`config.mk`:
```
export PLATFORM = sky130hd
export DESIGN_NAME = atm_hdr_asm
export DESIGN_NICKNAME = d
export VERILOG_FILES = /design/src/rtl/atm_hdr_pkg.sv /design/src/rtl/atm_hdr_pack.sv /design/src/rtl/atm_hec_gen.sv /design/src/rtl/atm_hdr_seq.sv /design/src/rtl/atm_hdr_asm.sv
export SDC_FILE = /design/constraint.sdc
export NUM_CORES = 1
export LEC_CHECK = 0
export CAP_MARGIN = 20
export CORE_MARGIN = 2
export CORE_UTILIZATION = 35
export CTS_BUF_LIST = sky130_fd_sc_hd__clkbuf_4
export DETAILED_ROUTE_END_ITERATION = 6
export DONT_BUFFER_PORTS = 1
export PLACE_DENSITY_LB_ADDON = 0.1
export SYNTH_ARGS = -nofsm -noshare
export SYNTH_HDL_FRONTEND = slang
export SYNTH_SLANG_ARGS = --single-unit
```
`constraint.sdc`:
```
create_clock -name clk -period 3.7 [get_ports clk]
set_input_delay 0.37 -clock clk [delete_from_list [all_inputs] [get_ports clk]]
set_output_delay 0.37 -clock clk [all_outputs]
set_load 0.05 [all_outputs]
```
`src/rtl/atm_hdr_pkg.sv`:
```
package atm_hdr_pkg;
  localparam int OCT_W   = 8;
  localparam int HDR_OCT = 4;
  localparam int GFC_W   = 4;
  localparam int VPI_W   = 12;
  localparam int VCI_W   = 16;
  localparam int PTI_W   = 3;

  typedef logic [OCT_W-1:0] octet_t;
  typedef logic [HDR_OCT-1:0][OCT_W-1:0] hdr_oct_t;

  typedef struct packed {
    logic [GFC_W-1:0] gfc;
    logic [VPI_W-1:0] vpi;
    logic [VCI_W-1:0] vci;
    logic [PTI_W-1:0] pti;
    logic             clp;
  } hdr_fields_t;
endpackage

```
`src/rtl/atm_hdr_pack.sv`:
```
module atm_hdr_pack
  import atm_hdr_pkg::*;
(
  input  hdr_fields_t fld,
  input  logic        nni,
  output hdr_oct_t    octs
);
  localparam int VPI_LO = 8;

  logic [OCT_W-1:0] first_oct;

  generate
    if (VPI_W - 4 == OCT_W) begin : g_nni_full
      always_comb first_oct = nni ? fld.vpi[VPI_W-1:4]
                                  : {fld.gfc, fld.vpi[VPI_LO-1:4]};
    end else begin : g_nni_pad
      always_comb first_oct = nni ? fld.vpi[OCT_W+3:4]
                                  : {fld.gfc, fld.vpi[VPI_LO-1:4]};
    end
  endgenerate

  // octs[0] goes on the wire first
  always_comb begin
    octs[0] = first_oct;
    octs[1] = {fld.vpi[3:0], fld.vci[VCI_W-1:VCI_W-4]};
    octs[2] = fld.vci[VCI_W-5:4];
    octs[3] = {fld.vci[3:0], fld.pti, fld.clp};
  end
endmodule

```
`src/rtl/atm_hec_gen.sv`:
```
module atm_hec_gen
  import atm_hdr_pkg::*;
#(
  parameter logic [7:0] POLY  = 8'h07,
  parameter logic [7:0] COSET = 8'h55
) (
  input  hdr_oct_t octs,
  input  logic     calc,
  input  octet_t   prog,
  output octet_t   hec
);
  localparam int NBITS = HDR_OCT * OCT_W;

  octet_t crc;

  // one feedback step per header bit, most significant octet/bit first
  always_comb begin
    logic fb;
    crc = '0;
    for (int o = 0; o < HDR_OCT; o++) begin
      for (int b = OCT_W-1; b >= 0; b--) begin
        fb  = crc[OCT_W-1] ^ octs[o][b];
        crc = {crc[OCT_W-2:0], 1'b0};
        if (fb) crc = crc ^ POLY;
      end
    end
  end

  assign hec = calc ? (crc ^ COSET) : prog;

  initial assert (NBITS == 32) else $error("header width must be 32 bits");
endmodule

```
`src/rtl/atm_hdr_seq.sv`:
```
module atm_hdr_seq
  import atm_hdr_pkg::*;
#(
  parameter int DATA_W = 2 * OCT_W
) (
  input  logic              clk,
  input  logic              rst,
  input  logic              start,
  input  logic              wide,
  input  hdr_oct_t          octs,
  input  octet_t            hec,
  input  octet_t            udf,
  input  logic              out_ready,
  output logic [DATA_W-1:0] out_data,
  output logic              out_valid,
  output logic              out_last
);
  localparam int NBYTES       = HDR_OCT + 2;
  localparam int NARROW_BEATS = HDR_OCT + 1;
  localparam int WIDE_BEATS   = NBYTES / 2;
  localparam int IDX_W        = $clog2(NARROW_BEATS);

  typedef logic [NBYTES-1:0][OCT_W-1:0] bytes_t;

  bytes_t           bytes_q;
  logic             wide_q;
  logic [IDX_W-1:0] idx_q;
  bytes_t           bytes_in;

  function automatic logic [DATA_W-1:0] beat_of(bytes_t bv, logic w, logic [IDX_W-1:0] i);
    logic [DATA_W-1:0] d;
    if (w) d = {bv[2*i], bv[2*i+1]};
    else   d = {{(DATA_W-OCT_W){1'b0}}, bv[i]};
    return d;
  endfunction

  function automatic logic is_final(logic w, logic [IDX_W-1:0] i);
    return w ? (i == IDX_W'(WIDE_BEATS-1)) : (i == IDX_W'(NARROW_BEATS-1));
  endfunction

  always_comb begin
    for (int k = 0; k < HDR_OCT; k++) bytes_in[k] = octs[k];
    bytes_in[HDR_OCT]   = hec;
    bytes_in[HDR_OCT+1] = udf;
  end

  wire accept = start && !out_valid;
  wire take   = out_valid && out_ready;

  always_ff @(posedge clk) begin
    if (rst) begin
      out_valid <= 1'b0;
      out_last  <= 1'b0;
      out_data  <= '0;
      idx_q     <= '0;
      wide_q    <= 1'b0;
      bytes_q   <= '0;
    end else if (accept) begin
      bytes_q   <= bytes_in;
      wide_q    <= wide;
      idx_q     <= '0;
      out_valid <= 1'b1;
      out_data  <= beat_of(bytes_in, wide, '0);
      out_last  <= 1'b0;
    end else if (take) begin
      if (out_last) begin
        out_valid <= 1'b0;
        out_last  <= 1'b0;
      end else begin
        idx_q    <= idx_q + 1'b1;
        out_data <= beat_of(bytes_q, wide_q, idx_q + 1'b1);
        out_last <= is_final(wide_q, idx_q + 1'b1);
      end
    end
  end

  AST_HOLD_BEAT: assert property (@(posedge clk) disable iff (rst)
    out_valid && !out_ready |=> out_valid && $stable(out_data) && $stable(out_last)) else $error("beat changed under stall");
  AST_START_ACCEPT: assert property (@(posedge clk) disable iff (rst)
    start && !out_valid |=> out_valid && !out_last) else $error("start not accepted");
  AST_LAST_NEEDS_VALID: assert property (@(posedge clk) disable iff (rst)
    out_last |-> out_valid) else $error("last without valid");
  AST_END_AFTER_LAST: assert property (@(posedge clk) disable iff (rst)
    take && out_last |=> !out_valid) else $error("valid after final beat");
  AST_NARROW_UPPER: assert property (@(posedge clk) disable iff (rst)
    out_valid && !wide_q |-> out_data[DATA_W-1:OCT_W] == '0) else $error("upper byte set in narrow mode");
  AST_IDX_RANGE: assert property (@(posedge clk) disable iff (rst)
    out_valid |-> idx_q < IDX_W'(wide_q ? WIDE_BEATS : NARROW_BEATS)) else $error("beat index out of range");
endmodule

```
`src/rtl/atm_hdr_asm.sv`:
```
module atm_hdr_asm
  import atm_hdr_pkg::*;
#(
  parameter logic [7:0] HEC_POLY  = 8'h07,
  parameter logic [7:0] HEC_COSET = 8'h55
) (
  input  logic         clk,
  input  logic         rst,
  input  logic         start,
  input  logic         nni_mode,
  input  logic         wide_mode,
  input  logic         hec_calc,
  input  logic [3:0]   gfc,
  input  logic [11:0]  vpi,
  input  logic [15:0]  vci,
  input  logic [2:0]   pti,
  input  logic         clp,
  input  logic [7:0]   hec_prog,
  input  logic [7:0]   udf2,
  output logic [15:0]  out_data,
  output logic         out_valid,
  output logic         out_last,
  input  logic         out_ready
);
  hdr_fields_t fld;
  hdr_oct_t    octs;
  octet_t      hec;

  assign fld = '{gfc: gfc, vpi: vpi, vci: vci, pti: pti, clp: clp};

  atm_hdr_pack u_pack (
    .fld  (fld),
    .nni  (nni_mode),
    .octs (octs)
  );

  atm_hec_gen #(.POLY(HEC_POLY), .COSET(HEC_COSET)) u_hec (
    .octs (octs),
    .calc (hec_calc),
    .prog (hec_prog),
    .hec  (hec)
  );

  atm_hdr_seq #(.DATA_W(16)) u_seq (
    .clk       (clk),
    .rst       (rst),
    .start     (start),
    .wide      (wide_mode),
    .octs      (octs),
    .hec       (hec),
    .udf       (udf2),
    .out_ready (out_ready),
    .out_data  (out_data),
    .out_valid (out_valid),
    .out_last  (out_last)
  );
endmodule

```
# --- After elaboration in Yosys (flattened, before gate mapping) ---
# Cells that the tools add are included.
totals:
  elab_cells: 142
  input_bits: 59
  out_inout_bits: 18
  regBits: 70
op_classes:
  n_eq_ne: 3
  addsub: 2
  n_lt_le_gt_ge: 3
  bitwise: 64
  n_reduce_logical: 9
  mux: 50
op_table:
  columns: ["op", "n"]
  rows:
  - ["$mux 3", 32]
  - ["$not 3->3", 31]
  - ["$mux 16", 5]
  - ["$bmux 8 s3", 2]
  - ["$mux 8", 5]
  - ["$lt 32x4->1 const B", 1]
  - ["$xor 1x1->1", 26]
  - ["$bmux 8 s2", 1]
  - ["$reduce_and 2->1", 3]
  - ["$add 4x1->5 const B", 1]
  - ["$mux 1", 5]
  - ["$xor 1x1->1 const A", 5]
  - ["$lt 3x4->1 const B", 1]
  - ["$lt 4x4->1 const B", 1]
  - ["$not 4->4", 1]
  - ["$reduce_bool 2->1", 2]
  - ["$add 3x1->3 const B", 1]
  - ["$eq 3x2->1 const B", 1]
  - ["$eq 3x3->1 const B", 1]
  - ["$logic_and 1x1->1", 2]
  - ["$ne 2x2->1 const B", 1]
  - ["$reduce_or 2->1", 1]
  - ["$logic_not 1->1", 1]
  - ["$not 1->1", 1]

# --- Logic depth before layout (Yosys ltp) ---
logic_depth:
  word_depth: 66
  ltp_mapped: 8
  depth_no_buf: 7

# --- Modules after synthesis ---
# A second synthesis with hierarchy kept.
hier_totals:
  hier_cells: 544
  area_unflattened_um2: 4872.2
by_module_without_submodules:
  columns: ["module", "area_per_inst_um2", "instances", "seq_area_each_um2", "cells_each"]
  rows:
  - ["atm_hdr_seq", 3583.4, 1, 1401.3, 435]
  - ["atm_hec_gen", 1033.5, 1, 0.0, 77]
  - ["atm_hdr_pack", 255.2, 1, 0.0, 32]

# --- Least setup slack after synthesis ---
# Ideal clock, no wire load.
synth_path:
  kind: "input -> register"
  start: "in nni_mode"
  end: "reg u_seq.bytes_q[34] (netlist name)"
  n_path_buf: 1
  required_ps: 3575
  setup_slack_ps: 1152
  t_arrival_ps: 2423
  cell_stages: 8
  setup_ps: 125
  path_cell_list: "buf_6 -> mux2i_4 -> xnor3_1 -> xnor3_2 -> xnor2_2 -> xnor2_1 -> xnor3_1 -> o2bb2ai_1"
synth_between:
  elab_chain_cells: 26
  word_cells_on_any_way: 80
  classes_between: "mux (30); bitwise (50)"
synth_rtl:
  columns: ["item", "line", "source"]
  rows:
  - ["from (decl)", "atm_hdr_asm.sv:10", "input logic nni_mode,"]
  - ["$mux 8 (*)", "atm_hdr_pack.sv:14", "always_comb first_oct = nni ? fld.vpi[VPI_W-1:4]"]
  - ["$mux 3", "atm_hec_gen.sv:24", "if (fb) crc = crc ^ POLY;"]
  - ["$xor 1x1->1 or $not 3->3 (tied branches)", null, null]
  - ["$mux 3", "atm_hec_gen.sv:24", null]
  - ["$not 3->3 (no source line) or $xor 1x1->1 (tied branches)", null, null]
  - ["$mux 3", "atm_hec_gen.sv:24", null]
  - ["$xor 1x1->1 or $not 3->3 (tied branches)", null, null]
  - ["$mux 3", "atm_hec_gen.sv:24", null]
  - ["[10 not listed]", null, null]
  - ["$xor 1x1->1 or $not 3->3 (tied branches)", null, null]
  - ["$mux 3", "atm_hec_gen.sv:24", null]
  - ["$not 3->3 (no source line) or $xor 1x1->1 (tied branches)", null, null]
  - ["$mux 3", "atm_hec_gen.sv:24", null]
  - ["$not 3->3 (no source line) or $xor 1x1->1 (tied branches)", null, null]
  - ["$mux 3 (*)", "atm_hec_gen.sv:24", null]
  - ["$not 4->4 (no source line) (*)", null, null]
  - ["$mux 8 (*)", "atm_hec_gen.sv:29", "assign hec = calc ? (crc ^ COSET) : prog;"]
  - ["to (signal assigned)", "atm_hdr_seq.sv:59", "bytes_q <= bytes_in;"]
  - ["to (decl)", "atm_hdr_seq.sv:25", "bytes_t bytes_q;"]
# Mark *: on every way between the ends. The rest lies on a longest branch, timed or not.
# A chain may end at the register's enable or synchronous reset.

# --- Final worst setup path ---
layout_path:
  start: "reg u_seq.out_valid"
  end: "reg u_seq.bytes_q[20] (netlist name)"
layout_between:
  elab_chain_cells: 2
layout_rtl:
  columns: ["item", "line", "source"]
  rows:
  - ["from (decl)", "atm_hdr_seq.sv:15", "output logic out_valid,"]
  - ["from (signal assigned)", "atm_hdr_seq.sv:52", "out_valid <= 1'b0;"]
  - ["from (signal assigned)", "atm_hdr_seq.sv:62", "out_valid <= 1'b1;"]
  - ["from (signal assigned)", "atm_hdr_seq.sv:67", "out_valid <= 1'b0;"]
  - ["$logic_not 1->1", "atm_hdr_seq.sv:47", "wire accept = start && !out_valid;"]
  - ["$logic_and 1x1->1", "atm_hdr_seq.sv:47", null]
# No other way between the ends.

==> impl_metrics.env <==
export IMPL_tightest_slew_ps=792
export IMPL_start_util_pct=35.5
export IMPL_core_area_mm2=0.0125
export IMPL_route_vias_total=3745
export IMPL_grt_max_degree=71
export IMPL_numCtsBuffers=9
export IMPL_finalWirelength_um=14400
export IMPL_fillers=1329
export IMPL_final_util_pct=40.8
export IMPL_synth_cell_area_mm2=0.00445
export IMPL_grt_pass1_wl_um=21800
export IMPL_crit_path_start_kind="flip-flop"
export IMPL_post_route_period_util_pct=69.1
export IMPL_hold_viol_final=0
export IMPL_fin_skew_ps=22.3
export IMPL_die_area_mm2=0.0136
export IMPL_yosysWarnings=0
export IMPL_p_int_mw=1.80
export IMPL_maxCapViolCount=0
export IMPL_clock_power_share_pct=24.5
export IMPL_whs_ps=41.1
export IMPL_crit_slowest_cell="dfxtp_1"
export IMPL_grt_setup_unrepaired="no"
export IMPL_gp_congestion=0.862
export IMPL_period_minus_slack_ps=2550
export IMPL_cts_clk_slew_worst_paths_ps=130
export IMPL_end_kind="flip-flop"
export IMPL_syn_area_per_cell_um2=8.88
export IMPL_antenna_left=0
export IMPL_synthToLayoutAreaGrowth_pct=14.9
export IMPL_swShare_pct=34.1
export IMPL_timing_fmax_mhz=391
export IMPL_cts_sinks=70
export IMPL_cts_resized=0
export IMPL_p_sw_uw=932
export IMPL_layout_cells_non_filler=688
export IMPL_vias_per_cell=5.44
export IMPL_worst_ep_arrival_time_ps=2980
export IMPL_wl_per_cell_um=20.9
export IMPL_synth_cell_types=44
export IMPL_cp_required_ps=4130
export IMPL_ios=77
export IMPL_maxSlewViolCount=0
export IMPL_cts_root_buf="clkbuf_4"
export IMPL_htreeDepth=3
export IMPL_dieWidth_um=117
export IMPL_layout_drive_gt1_share_pct=12.0
export IMPL_critical_path_max_stage_delay_ps=750
export IMPL_cts_buffer_depth=2
export IMPL_critPathBufInv=2
export IMPL_diodes=0
export IMPL_grt_pass1_vias=3591
export IMPL_nNetsFinal=571
export IMPL_synth_ff_type="dfxtp_1"
export IMPL_clock_latency_ps=480
export IMPL_async_flop_share_pct=0
export IMPL_synth_seq_cells=70
export IMPL_layout_common_cells="nand2_1, dfxtp_1, a21oi_1, xnor2_1, dlygate4sd3_1"
export IMPL_hpwl_um=10200
export IMPL_groute_usage_overall_pct=22.1
export IMPL_power_leakage_nw=1.84
export IMPL_ir_drop_mv=0.335
export IMPL_antenna_found_initial=0
export IMPL_rows=41
export IMPL_layout_commonest_cell="nand2_1"
export IMPL_syn_nets=561
export IMPL_drt_iter0_markers=242
export IMPL_drtPass1Iterations=5
export IMPL_setup_violations=0
export IMPL_finalSetupTns_ps=0
export IMPL_placedCellCount=637
export IMPL_synth_seq_area_share_pct=31.5
export IMPL_portBuffers=0
export IMPL_status="complete, no violations"
export IMPL_crit_type="flip-flop to flip-flop"
export IMPL_p_seq_share_pct=35.5
export IMPL_overflow=0
export IMPL_tritoncts="yes"
export IMPL_die_h_um=117
export IMPL_synth_cells=501
export IMPL_min_path_type="input pin to flip-flop"
export IMPL_slew_headroom_pct=47.0
export IMPL_crit_chain="nand2b_2 -> buf_4 -> nand2_1 -> a21oi_1 -> dlygate4sd3_1"
export IMPL_cp_top_family="buffers and inverters"
export IMPL_power_frac_comb_pct=40.0
export IMPL_post_route_drc_count=0
export IMPL_worstPathMaxFanout=58
export IMPL_synth_edf_count=0
export IMPL_p_per_area_mw_per_mm2=535
[state kept, by name (all words and copies together) (netlist names)]
signal           flops
u_seq.out_last       1
u_seq.out_data      16
u_seq.out_valid      1
u_seq.idx_q          3
u_seq.bytes_q       48
u_seq.wide_q         1
[per-layer routing]
metal / vias to the layer above / GRT usage (%) / wire [um]
met1: 1812 / 31.0 / 6740
met3: 18 / 4.20 / 809
li1: 1791 / - / -
met5: - / 0 / 0
met4: 0 / 7.37 / 282
met2: 124 / 34.1 / 6560
[worst paths after layout]
kind | startpoint | to | slack [ps] | cells past startpoint
hold / removal | vpi[1] | u_seq.bytes_q[13]$_SDFFE_PP0P_ | 40 | 2
setup / recovery | u_seq.out_valid$_SDFFE_PP0P_ | u_seq.bytes_q[20]$_SDFFE_PP0P_ | 1150 | 5
setup reg to reg | u_seq.out_valid$_SDFFE_PP0P_ | u_seq.bytes_q[20]$_SDFFE_PP0P_ | 1150 | 5
hold reg to reg | u_seq.bytes_q[0]$_SDFFE_PP0P_ | u_seq.bytes_q[0]$_SDFFE_PP0P_ | 480 | 2
[cell type report]
| cell class | count | area (um^2) | share of cell area [%] |
|---|---|---|---|
| flip-flops and latches | 70 | 1400 | 27.4 |
| repair buffers | 43 | 428 | 8.38 |
| multi-input cells | 386 | 2870 | 56.2 |
| clock buffers | 9 | 67.6 | 1.32 |
| inverters | 1 | 3.75 | 0.0735 |
| clock inverters | 7 | 120 | 2.35 |
| well taps | 172 | 215 | 4.21 |
[power groups by stage]
stage          clock [mW]  combinational (mW)  sequential, mW
3_5_place_dp            0                1.04           0.988
3_3_place_gp            0                1.03           0.988
6_report            0.670                1.10           0.970
2_1_floorplan           0               0.925           0.936
4_1_cts             0.686                1.09           0.971
5_1_grt             0.713                1.17           0.978
[worst register-to-register path, delay by kind of cell (launching register included)]
kind | cells | cell delay (ps)
DFF | 1 | 750
and+or+nand+nor | 2 | 500
buffers and inverters | 2 | 1130
AOI/OAI and AO/OA | 1 | 150
[metrics by stage]
stage	setup slack, ps	total power, mW	cell area (um^2)
2_1_floorplan	1150	1.86	4450
3_3_place_gp	1140	2.02	4550
3_5_place_dp	1090	2.03	4550
4_1_cts	1160	2.75	5110
5_1_grt	976	2.86	5110
6_report	1150	2.73	5110
[timing repair]
| action | in CTS | in global routing |
|---|---|---|
| hold endpoints to repair | 70 | 0 |
| setup buffers | 0 | 0 |
| hold buffers | 35 | 0 |
[cell usage after synthesis (2+ instances only)]
master / instances / area share, %
nand2_1: 92 / 7.8
dfxtp_1: 70 / 32
a21oi_1: 55 / 6.2
xnor2_1: 40 / 7.9
clkbuf_1: 36 / 3.0
nor2_1: 20 / 1.7
mux2i_1: 18 / 4.1
o21ai_0: 18 / 2.0
mux2_2: 16 / 4.1
a22oi_1: 15 / 2.5
a211oi_1: 12 / 2.0
nand3_1: 10 / 1.1
xnor3_1: 10 / 5.1
xor2_1: 10 / 2.0
nor3_1: 9 / 1.0
mux4_2: 8 / 4.1
nor3b_1: 7 / 1.2
o211ai_1: 5 / 0.84
o22ai_1: 5 / 0.70
o221ai_1: 4 / 0.79
xnor2_2: 4 / 1.5
xor3_1: 4 / 2.1
a31oi_1: 3 / 0.42
buf_1: 3 / 0.25
nand2b_1: 3 / 0.42
o31ai_1: 3 / 0.51
buf_2: 2 / 0.23
mux2i_4: 2 / 1.0
o2bb2ai_1: 2 / 0.39
[cell families after synthesis]
group / after synthesis / share of synthesized area (%)
simple gates: 145 / 13.8
xor+xnor: 71 / 20.0
mux: 44 / 13.2
flops: 70 / 31.5
compound gates: 125 / 17.2
fa+ha+maj: 1 / 0.281
buf+inv: 45 / 4.13
No activity file was read; power rests on OpenSTA's default activity.
